==> src/rtl/sar_pkg.sv <==
// Shared constants and types for the SAR sequencing controller.
// Assumes a byte-addressed bus with word-aligned registers.
package sar_pkg;
    localparam int CH_W  = 3;
    localparam int DLY_W = 6;

    localparam logic [7:0] OFS_DATA = 8'h00;
    localparam logic [7:0] OFS_STAT = 8'h04;
    localparam logic [7:0] OFS_CTRL = 8'h08;
    localparam logic [7:0] OFS_DLY  = 8'h0C;

    localparam int BIT_PWR  = 3;
    localparam int BIT_IEN  = 5;
    localparam int BIT_FLAG = 6;

    typedef enum logic [1:0] {
        SQ_IDLE = 2'd0,
        SQ_WAIT = 2'd1,
        SQ_CONV = 2'd2
    } sq_state_t;
endpackage

==> src/rtl/sar_regs.sv <==
// Register file and bus decode of the SAR controller.
// Holds control, delay, result and flag, and generates start/abort pulses.
// Assumes one write per cycle and combinational reads without side effects.
module sar_regs
    import sar_pkg::*;
#(
    parameter int RES_W  = 10,
    parameter int NUM_CH = 3
) (
    input  logic                  clk,
    input  logic                  rst_n,
    input  logic                  bus_wr,
    input  logic [7:0]            bus_addr,
    input  logic [31:0]           bus_wdata,
    output logic [31:0]           bus_rdata,
    input  logic                  busy,
    input  logic                  done,
    input  logic [RES_W-1:0]      result,
    output logic                  start,
    output logic                  abort,
    output logic [CH_W-1:0]       ch_q,
    output logic                  pwr_q,
    output logic                  ien_q,
    output logic [DLY_W-1:0]      dly_q,
    output logic [RES_W-1:0]      data_q,
    output logic                  flag_q,
    output logic                  irq
);
    logic ctrl_wr;
    logic in_range;
    logic unused_bits;

    assign unused_bits = ^{bus_wdata[31:7], bus_wdata[BIT_FLAG]};

    // Decode a control write into start and abort pulses.
    always_comb begin
        ctrl_wr = bus_wr && (bus_addr == OFS_CTRL);
        start   = ctrl_wr && bus_wdata[BIT_PWR] && !busy;
        abort   = ctrl_wr && !bus_wdata[BIT_PWR];
    end

    // Flag out-of-range channels, whose result is forced to zero.
    assign in_range = (32'(ch_q) < NUM_CH);

    // Control fields: a busy-time write with power set only touches the enable.
    always_ff @(posedge clk) begin
        if (!rst_n) begin
            ch_q  <= '0;
            pwr_q <= 1'b0;
            ien_q <= 1'b0;
        end else if (ctrl_wr) begin
            ien_q <= bus_wdata[BIT_IEN];
            if (!(busy && bus_wdata[BIT_PWR])) begin
                ch_q  <= bus_wdata[CH_W-1:0];
                pwr_q <= bus_wdata[BIT_PWR];
            end
        end
    end

    // Delay register, taken at the next start.
    always_ff @(posedge clk) begin
        if (!rst_n)
            dly_q <= '0;
        else if (bus_wr && (bus_addr == OFS_DLY))
            dly_q <= bus_wdata[DLY_W-1:0];
    end

    // Result and flag: cleared at start or power-down, set at completion.
    always_ff @(posedge clk) begin
        if (!rst_n) begin
            data_q <= '0;
            flag_q <= 1'b0;
        end else if (start || abort) begin
            data_q <= '0;
            flag_q <= 1'b0;
        end else if (done) begin
            data_q <= in_range ? result : '0;
            flag_q <= 1'b1;
        end
    end

    // Level interrupt.
    assign irq = flag_q && ien_q;

    // Combinational read multiplexer.
    always_comb begin
        bus_rdata = '0;
        case (bus_addr)
            OFS_DATA: bus_rdata[RES_W-1:0] = data_q;
            OFS_STAT: bus_rdata[0]         = busy;
            OFS_CTRL: begin
                bus_rdata[CH_W-1:0] = ch_q;
                bus_rdata[BIT_PWR]  = pwr_q;
                bus_rdata[BIT_IEN]  = ien_q;
                bus_rdata[BIT_FLAG] = flag_q;
            end
            OFS_DLY:  bus_rdata[DLY_W-1:0] = dly_q;
            default:  bus_rdata = '0;
        endcase
    end
endmodule

==> src/rtl/sar_seq.sv <==
// Conversion sequencer: power-up delay phase, then one bit per clock.
// Assumes start and abort never arrive together (the decoder keeps them exclusive).
module sar_seq
    import sar_pkg::*;
#(
    parameter int RES_W = 10,
    localparam int IDX_W = (RES_W > 1) ? $clog2(RES_W) : 1
) (
    input  logic             clk,
    input  logic             rst_n,
    input  logic             start,
    input  logic             abort,
    input  logic [DLY_W-1:0] dly,
    output logic             busy,
    output logic             conv,
    output logic             done,
    output logic [IDX_W-1:0] idx
);
    sq_state_t        state;
    logic [DLY_W-1:0] cnt;

    localparam logic [IDX_W-1:0] IDX_TOP = IDX_W'(RES_W - 1);

    // State, delay counter and bit index.
    always_ff @(posedge clk) begin
        if (!rst_n) begin
            state <= SQ_IDLE;
            cnt   <= '0;
            idx   <= '0;
        end else if (abort) begin
            state <= SQ_IDLE;
            cnt   <= '0;
            idx   <= '0;
        end else begin
            case (state)
                SQ_IDLE: if (start) begin
                    idx <= IDX_TOP;
                    if (dly == '0) begin
                        state <= SQ_CONV;
                    end else begin
                        state <= SQ_WAIT;
                        cnt   <= dly - 1'b1;
                    end
                end
                SQ_WAIT: begin
                    if (cnt == '0) state <= SQ_CONV;
                    else           cnt   <= cnt - 1'b1;
                end
                SQ_CONV: begin
                    if (idx == '0) state <= SQ_IDLE;
                    else           idx   <= idx - 1'b1;
                end
                default: state <= SQ_IDLE;
            endcase
        end
    end

    // Phase decode and completion pulse.
    always_comb begin
        busy = (state != SQ_IDLE);
        conv = (state == SQ_CONV);
        done = conv && (idx == '0) && !abort;
    end
endmodule

==> src/rtl/sar_approx.sv <==
// Successive-approximation register and trial-code generator.
// Assumes bits below the current index are zero, which the clear at start guarantees.
module sar_approx #(
    parameter int RES_W = 10,
    localparam int IDX_W = (RES_W > 1) ? $clog2(RES_W) : 1
) (
    input  logic             clk,
    input  logic             rst_n,
    input  logic             clear,
    input  logic             conv,
    input  logic [IDX_W-1:0] idx,
    input  logic             cmp_in,
    output logic [RES_W-1:0] dac_code,
    output logic [RES_W-1:0] result
);
    logic [RES_W-1:0] sar_q;
    logic [RES_W-1:0] trial;

    // Per-bit trial code and next-value selection.
    for (genvar i = 0; i < RES_W; i++) begin : g_bit
        logic hit;
        assign hit      = conv && (idx == IDX_W'(i));
        assign trial[i] = hit ? 1'b1   : sar_q[i];
        assign result[i] = hit ? cmp_in : sar_q[i];
    end

    // Trial code is driven only while a bit is being resolved.
    assign dac_code = conv ? trial : '0;

    // Register holding the decisions made so far.
    always_ff @(posedge clk) begin
        if (!rst_n)
            sar_q <= '0;
        else if (clear)
            sar_q <= '0;
        else if (conv)
            sar_q <= result;
    end
endmodule

==> src/rtl/sar_seq_ctrl.sv <==
// Top of the SAR sequencing controller: registers, sequencer and approximation register.
// Assumes one clock for bus and converter; RES_W is 10 or 12; NUM_CH is 2 to 6.
module sar_seq_ctrl
    import sar_pkg::*;
#(
    parameter int RES_W  = 10,
    parameter int NUM_CH = 3
) (
    input  logic             clk,
    input  logic             rst_n,
    input  logic             bus_wr,
    input  logic [7:0]       bus_addr,
    input  logic [31:0]      bus_wdata,
    output logic [31:0]      bus_rdata,
    input  logic             cmp_in,
    output logic [RES_W-1:0] dac_code,
    output logic [CH_W-1:0]  ch_sel,
    output logic             adc_pwr,
    output logic             irq
);
    localparam int IDX_W = (RES_W > 1) ? $clog2(RES_W) : 1;

    logic             start_w, abort_w, busy_w, conv_w, done_w;
    logic             ien_w, flag_w;
    logic [IDX_W-1:0] idx_w;
    logic [DLY_W-1:0] dly_w;
    logic [RES_W-1:0] result_w, data_w;

    sar_regs #(.RES_W(RES_W), .NUM_CH(NUM_CH)) u_regs (
        .clk(clk), .rst_n(rst_n),
        .bus_wr(bus_wr), .bus_addr(bus_addr), .bus_wdata(bus_wdata), .bus_rdata(bus_rdata),
        .busy(busy_w), .done(done_w), .result(result_w),
        .start(start_w), .abort(abort_w),
        .ch_q(ch_sel), .pwr_q(adc_pwr), .ien_q(ien_w), .dly_q(dly_w),
        .data_q(data_w), .flag_q(flag_w), .irq(irq)
    );

    sar_seq #(.RES_W(RES_W)) u_seq (
        .clk(clk), .rst_n(rst_n), .start(start_w), .abort(abort_w), .dly(dly_w),
        .busy(busy_w), .conv(conv_w), .done(done_w), .idx(idx_w)
    );

    sar_approx #(.RES_W(RES_W)) u_sar (
        .clk(clk), .rst_n(rst_n), .clear(start_w), .conv(conv_w), .idx(idx_w),
        .cmp_in(cmp_in), .dac_code(dac_code), .result(result_w)
    );
endmodule

==> config.mk <==
export PLATFORM = sky130hd
export DESIGN_NAME = sar_seq_ctrl
export DESIGN_NICKNAME = d
export VERILOG_FILES = /design/src/rtl/sar_pkg.sv /design/src/rtl/sar_regs.sv /design/src/rtl/sar_seq.sv /design/src/rtl/sar_approx.sv /design/src/rtl/sar_seq_ctrl.sv
export SDC_FILE = /design/constraint.sdc
export NUM_CORES = 1
export LEC_CHECK = 0
export BUFFER_PORTS_ARGS = -buffer_cell sky130_fd_sc_hd__clkbuf_2
export CAP_MARGIN = 20
export CELL_PAD_IN_SITES_DETAIL_PLACEMENT = 1
export CELL_PAD_IN_SITES_GLOBAL_PLACEMENT = 1
export CORE_MARGIN = 2
export CORE_UTILIZATION = 35
export CTS_CLUSTER_SIZE = 10
export DETAILED_ROUTE_END_ITERATION = 8
export PLACE_DENSITY = 0.83
export SLEW_MARGIN = 20
export SYNTH_ARGS = -nofsm -noshare
export SYNTH_HDL_FRONTEND = slang
export SYNTH_HIERARCHICAL = 1
export SYNTH_SLANG_ARGS = --single-unit
==> constraint.sdc <==
create_clock -name clk -period 2.6 [get_ports clk]
set_input_delay 0.52 -clock clk [delete_from_list [all_inputs] [get_ports clk]]
set_output_delay 0.52 -clock clk [all_outputs]
set_load 0.02 [all_outputs]
==> reports/qor.csv <==
stage,metric,value,unit
run_status,outcome,finished clean,
global_routing,antenna violations before repair,0,
critical_path,Reg-to-Reg Start,u_seq/idx[1],
place,Area after DPL,3090,sq um
power,PwrDens,405,nW/um^2
critical_path,Crit Path Class,register to output pin,
finish,final net count,409,
die,# IOs,91,
cts,setup bufs post-CTS,0,
logic_synthesis,"top cells by area, synth","dfxtp_1 (31%), mux2i_1 (7.5%), buf_4 (6.1%)",
sta,Worst Max-Slew Pin Slew,0.830,ns
critical_path,startpoint types,register,
logic_synthesis,Synth Register Bits,44,
critical_path,CP startpoint,u_seq/state[1],
critical_path,worst-path maximum fanout,18,
detailed_routing,drt total wl,7.31,mm
cts,root buf cell,clkbuf_8,
global_routing,largest net degree at the start of global routing,21,
place,Buffers on Ports,42,
finish,"Core Util, Final",41.2,%
detailed_routing,DRC,0,
cts,TritonCTS sink count,44,
sta,Slew Limit Fails,0,
sta,setup violators final,0,
cts,Clock Latency Late Sink,0.30,ns
logic_synthesis,Synthesis Warnings,6,
power,Tot Pwr,0.00129,W
logic_synthesis,cell with the most instances after synthesis,dfxtp_1,
critical_path,"slowest stage delay, CP",0.35,ns
min_path,hold_sp,bus_wdata[4],
power,P_leak,1.33,nW
die,DIE HEIGHT,93.7,microns
sta,RSZ-0062 raised after global routing,false,
global_routing,GRT Util Overall,17.4,%
critical_path,Setup crit end kind,output pin,
die,Core Area,7770,sq um
cts,# H-tree levels,2,
power,Worst VDD drop,0.217,mV
finish,Area Overhead vs Synth,13.7,%
finish,Layout fillers,961,
sta,Tmin final,2.44,ns
critical_path,CP cell instances,nor2b_1 -> buf_4 -> nor3b_4 -> nor2b_2 -> o21a_1 -> clkbuf_2,
logic_synthesis,Mapped Avg Cell Area,8.96,sq um
logic_synthesis,post-synth top area cell,dfxtp_1,
logic_synthesis,sequential share of the synthesized area,31.3,%
critical_path,"setup slack, reg-to-reg",0.29,ns
critical_path,WP data arrival,1.92,ns
critical_path,R2R cell count,9,
logic_synthesis,"EDFF count, synth",0,
logic_synthesis,Synth cell types,68,
die,Starting Density,36.2,%
global_routing,gr ovfl total,0,
cts,total CTS buffers,5,
detailed_routing,Initial DRT Pass Iterations,4,
detailed_routing,post-DR vias/cell,5.27,
logic_synthesis,"Top FF cell, synth",dfxtp_1,
global_routing,vias in the first global route,2515,
logic_synthesis,commonest cells in the netlist,"dfxtp_1 (44), nand2_1 (25), buf_4 (23)",
cts,cts repair resizes,0,
cts,CTS max path bufs,2,
global_routing,first-pass GRT wire length,12.3,mm
detailed_routing,Via Count,2452,
logic_synthesis,post-synth top area share,31.3,%
cts,CTS tree,built,
detailed_routing,Final ANT Viol Nets,0,
place,placer congestion estimate,0.888,
die,Horiz. Die Dim,93.7,microns
die,row count,32,
die,die area,8770,sq um
logic_synthesis,async set-reset flop share out of synthesis,0,%
detailed_routing,WL/cell,15.7,microns
critical_path,Worst EP required,2.08,ns
place,DP Wirelength,5.61,mm
finish,Final Instance Area,3200,sq um
critical_path,Worst R2R End,u_regs/data_q[4],
cts,Clock transition at path regs,0.09,ns
flow_run,maxcap violations,0,
min_path,Worst Hold Class,primary input to register,
finish,layout cells sized above 1,30.6,%
cts,hold_buf cts,0,
sta,final worst clock skew,0.00816,ns
logic_synthesis,gate count of the mapped netlist,314,
logic_synthesis,Mapped Area,2810,sq um
finish,ANT cells,0,
detailed_routing,initial DRC count,117,
sta,Final Hold Viols,0,
sta,worst relative slew slack,44.5,%
critical_path,CP endpoint,dac_code[1],
critical_path,Worst path slowest cell,dfxtp_1,
sta,fmax,410,MHz
sta,Final Cycle Share,93.8,%
## layout by cell type, fill, tap and decap left out, types with 7 or more instances in the layout
master and instances:
nor2b_1 7, nand2_1 25, nand3_1 10, o21ai_2 8, buf_4 14, nor2_1 21
mux2i_1 21, mux2_1 10, nor2_2 12, o21a_1 11, a21oi_1 10, and3_1 7
conb_1 22, a22oi_1 12, inv_1 7, clkbuf_2 42, dfxtp_1 44
## stage by stage
step | hold slack [ns] | cells | TNS, ns | setup slack, ns
2_1_floorplan | 0.444 | 335 | 0 | 0.177
3_3_place_gp | 0.452 | 457 | 0 | 0.0482
3_5_place_dp | 0.467 | 457 | -0.00101 | -0.00101
4_1_cts | 0.464 | 465 | 0 | 0.157
5_1_grt | 0.470 | 465 | 0 | 0.0413
6_report | 0.468 | 465 | 0 | 0.160
## metal layers
layer  wire length, microns  vias up  global-route usage [%]
met5                      0        -                       0
met4                     46        0                    3.86
met3                    257        5                    1.52
met2                   3640       71                    30.8
met1                   3360     1199                    22.9
li1                       -     1177                       -
## area by class of cell
cell class / count / area [sq um] / share of cell area [%]
sequential: 44 / 881 / 27.5
clock buffer: 6 / 72.6 / 2.27
multi-input combinational: 248 / 1740 / 54.5
clock inverter: 2 / 35.0 / 1.09
inverter: 7 / 26.3 / 0.821
timing repair buffer: 56 / 315 / 9.85
tap: 102 / 128 / 3.99
## critical path: cells and delay by family (launching register included)
family / cells / cell delay, ns
AO/OA/AOI/OAI: 1 / 0.13
buffers and inverters: 2 / 0.39
flip-flops: 1 / 0.35
AND/OR/NAND/NOR: 3 / 0.75
## report_power, final
group,switching [W],leakage [nW],internal [W]
sequential,0.000000511,0.354,0.000673
combinational,0.0000724,0.921,0.0000238
clock,0.000239,0.0552,0.000285
## worst min path at each step
stage          slack (ns)               to  cells past startpoint
2_1_floorplan        0.44   u_sar/sar_q[1]                      2
3_3_place_gp         0.45   u_sar/sar_q[7]                      2
3_5_place_dp         0.47   u_sar/sar_q[4]                      2
4_1_cts              0.46  u_regs/dly_q[4]                      3
5_1_grt              0.47  u_regs/dly_q[4]                      3
6_report             0.47  u_regs/dly_q[4]                      3
## cell families (layout without fill, tap and decap cells)
group | count (synthesis) | after routing | synth area share [%]
adder cells (fa/ha/maj) | 3 | 3 | 1.33
multiplexers | 32 | 32 | 12.3
XOR/XNOR | 3 | 3 | 0.934
AND/OR/NAND/NOR | 124 | 124 | 26.8
AO/OA/AOI/OAI | 64 | 64 | 17.7
other | 1 | 22 | 0.133
flip-flops | 44 | 44 | 31.3
buffers and inverters | 43 | 71 | 9.56
## registers in the layout (all words and copies together) (netlist names)
| signal | cells |
|---|---|
| u_regs/data_q | 10 |
| u_sar/sar_q | 10 |
| u_regs/dly_q | 6 |
| u_seq/cnt | 6 |
| u_seq/idx | 4 |
| u_regs/ch_q | 3 |
| u_seq/state | 2 |
| u_regs/flag_q | 1 |
| u_regs/ien_q | 1 |
| u_regs/pwr_q | 1 |
(Power assumes the default switching activity.)
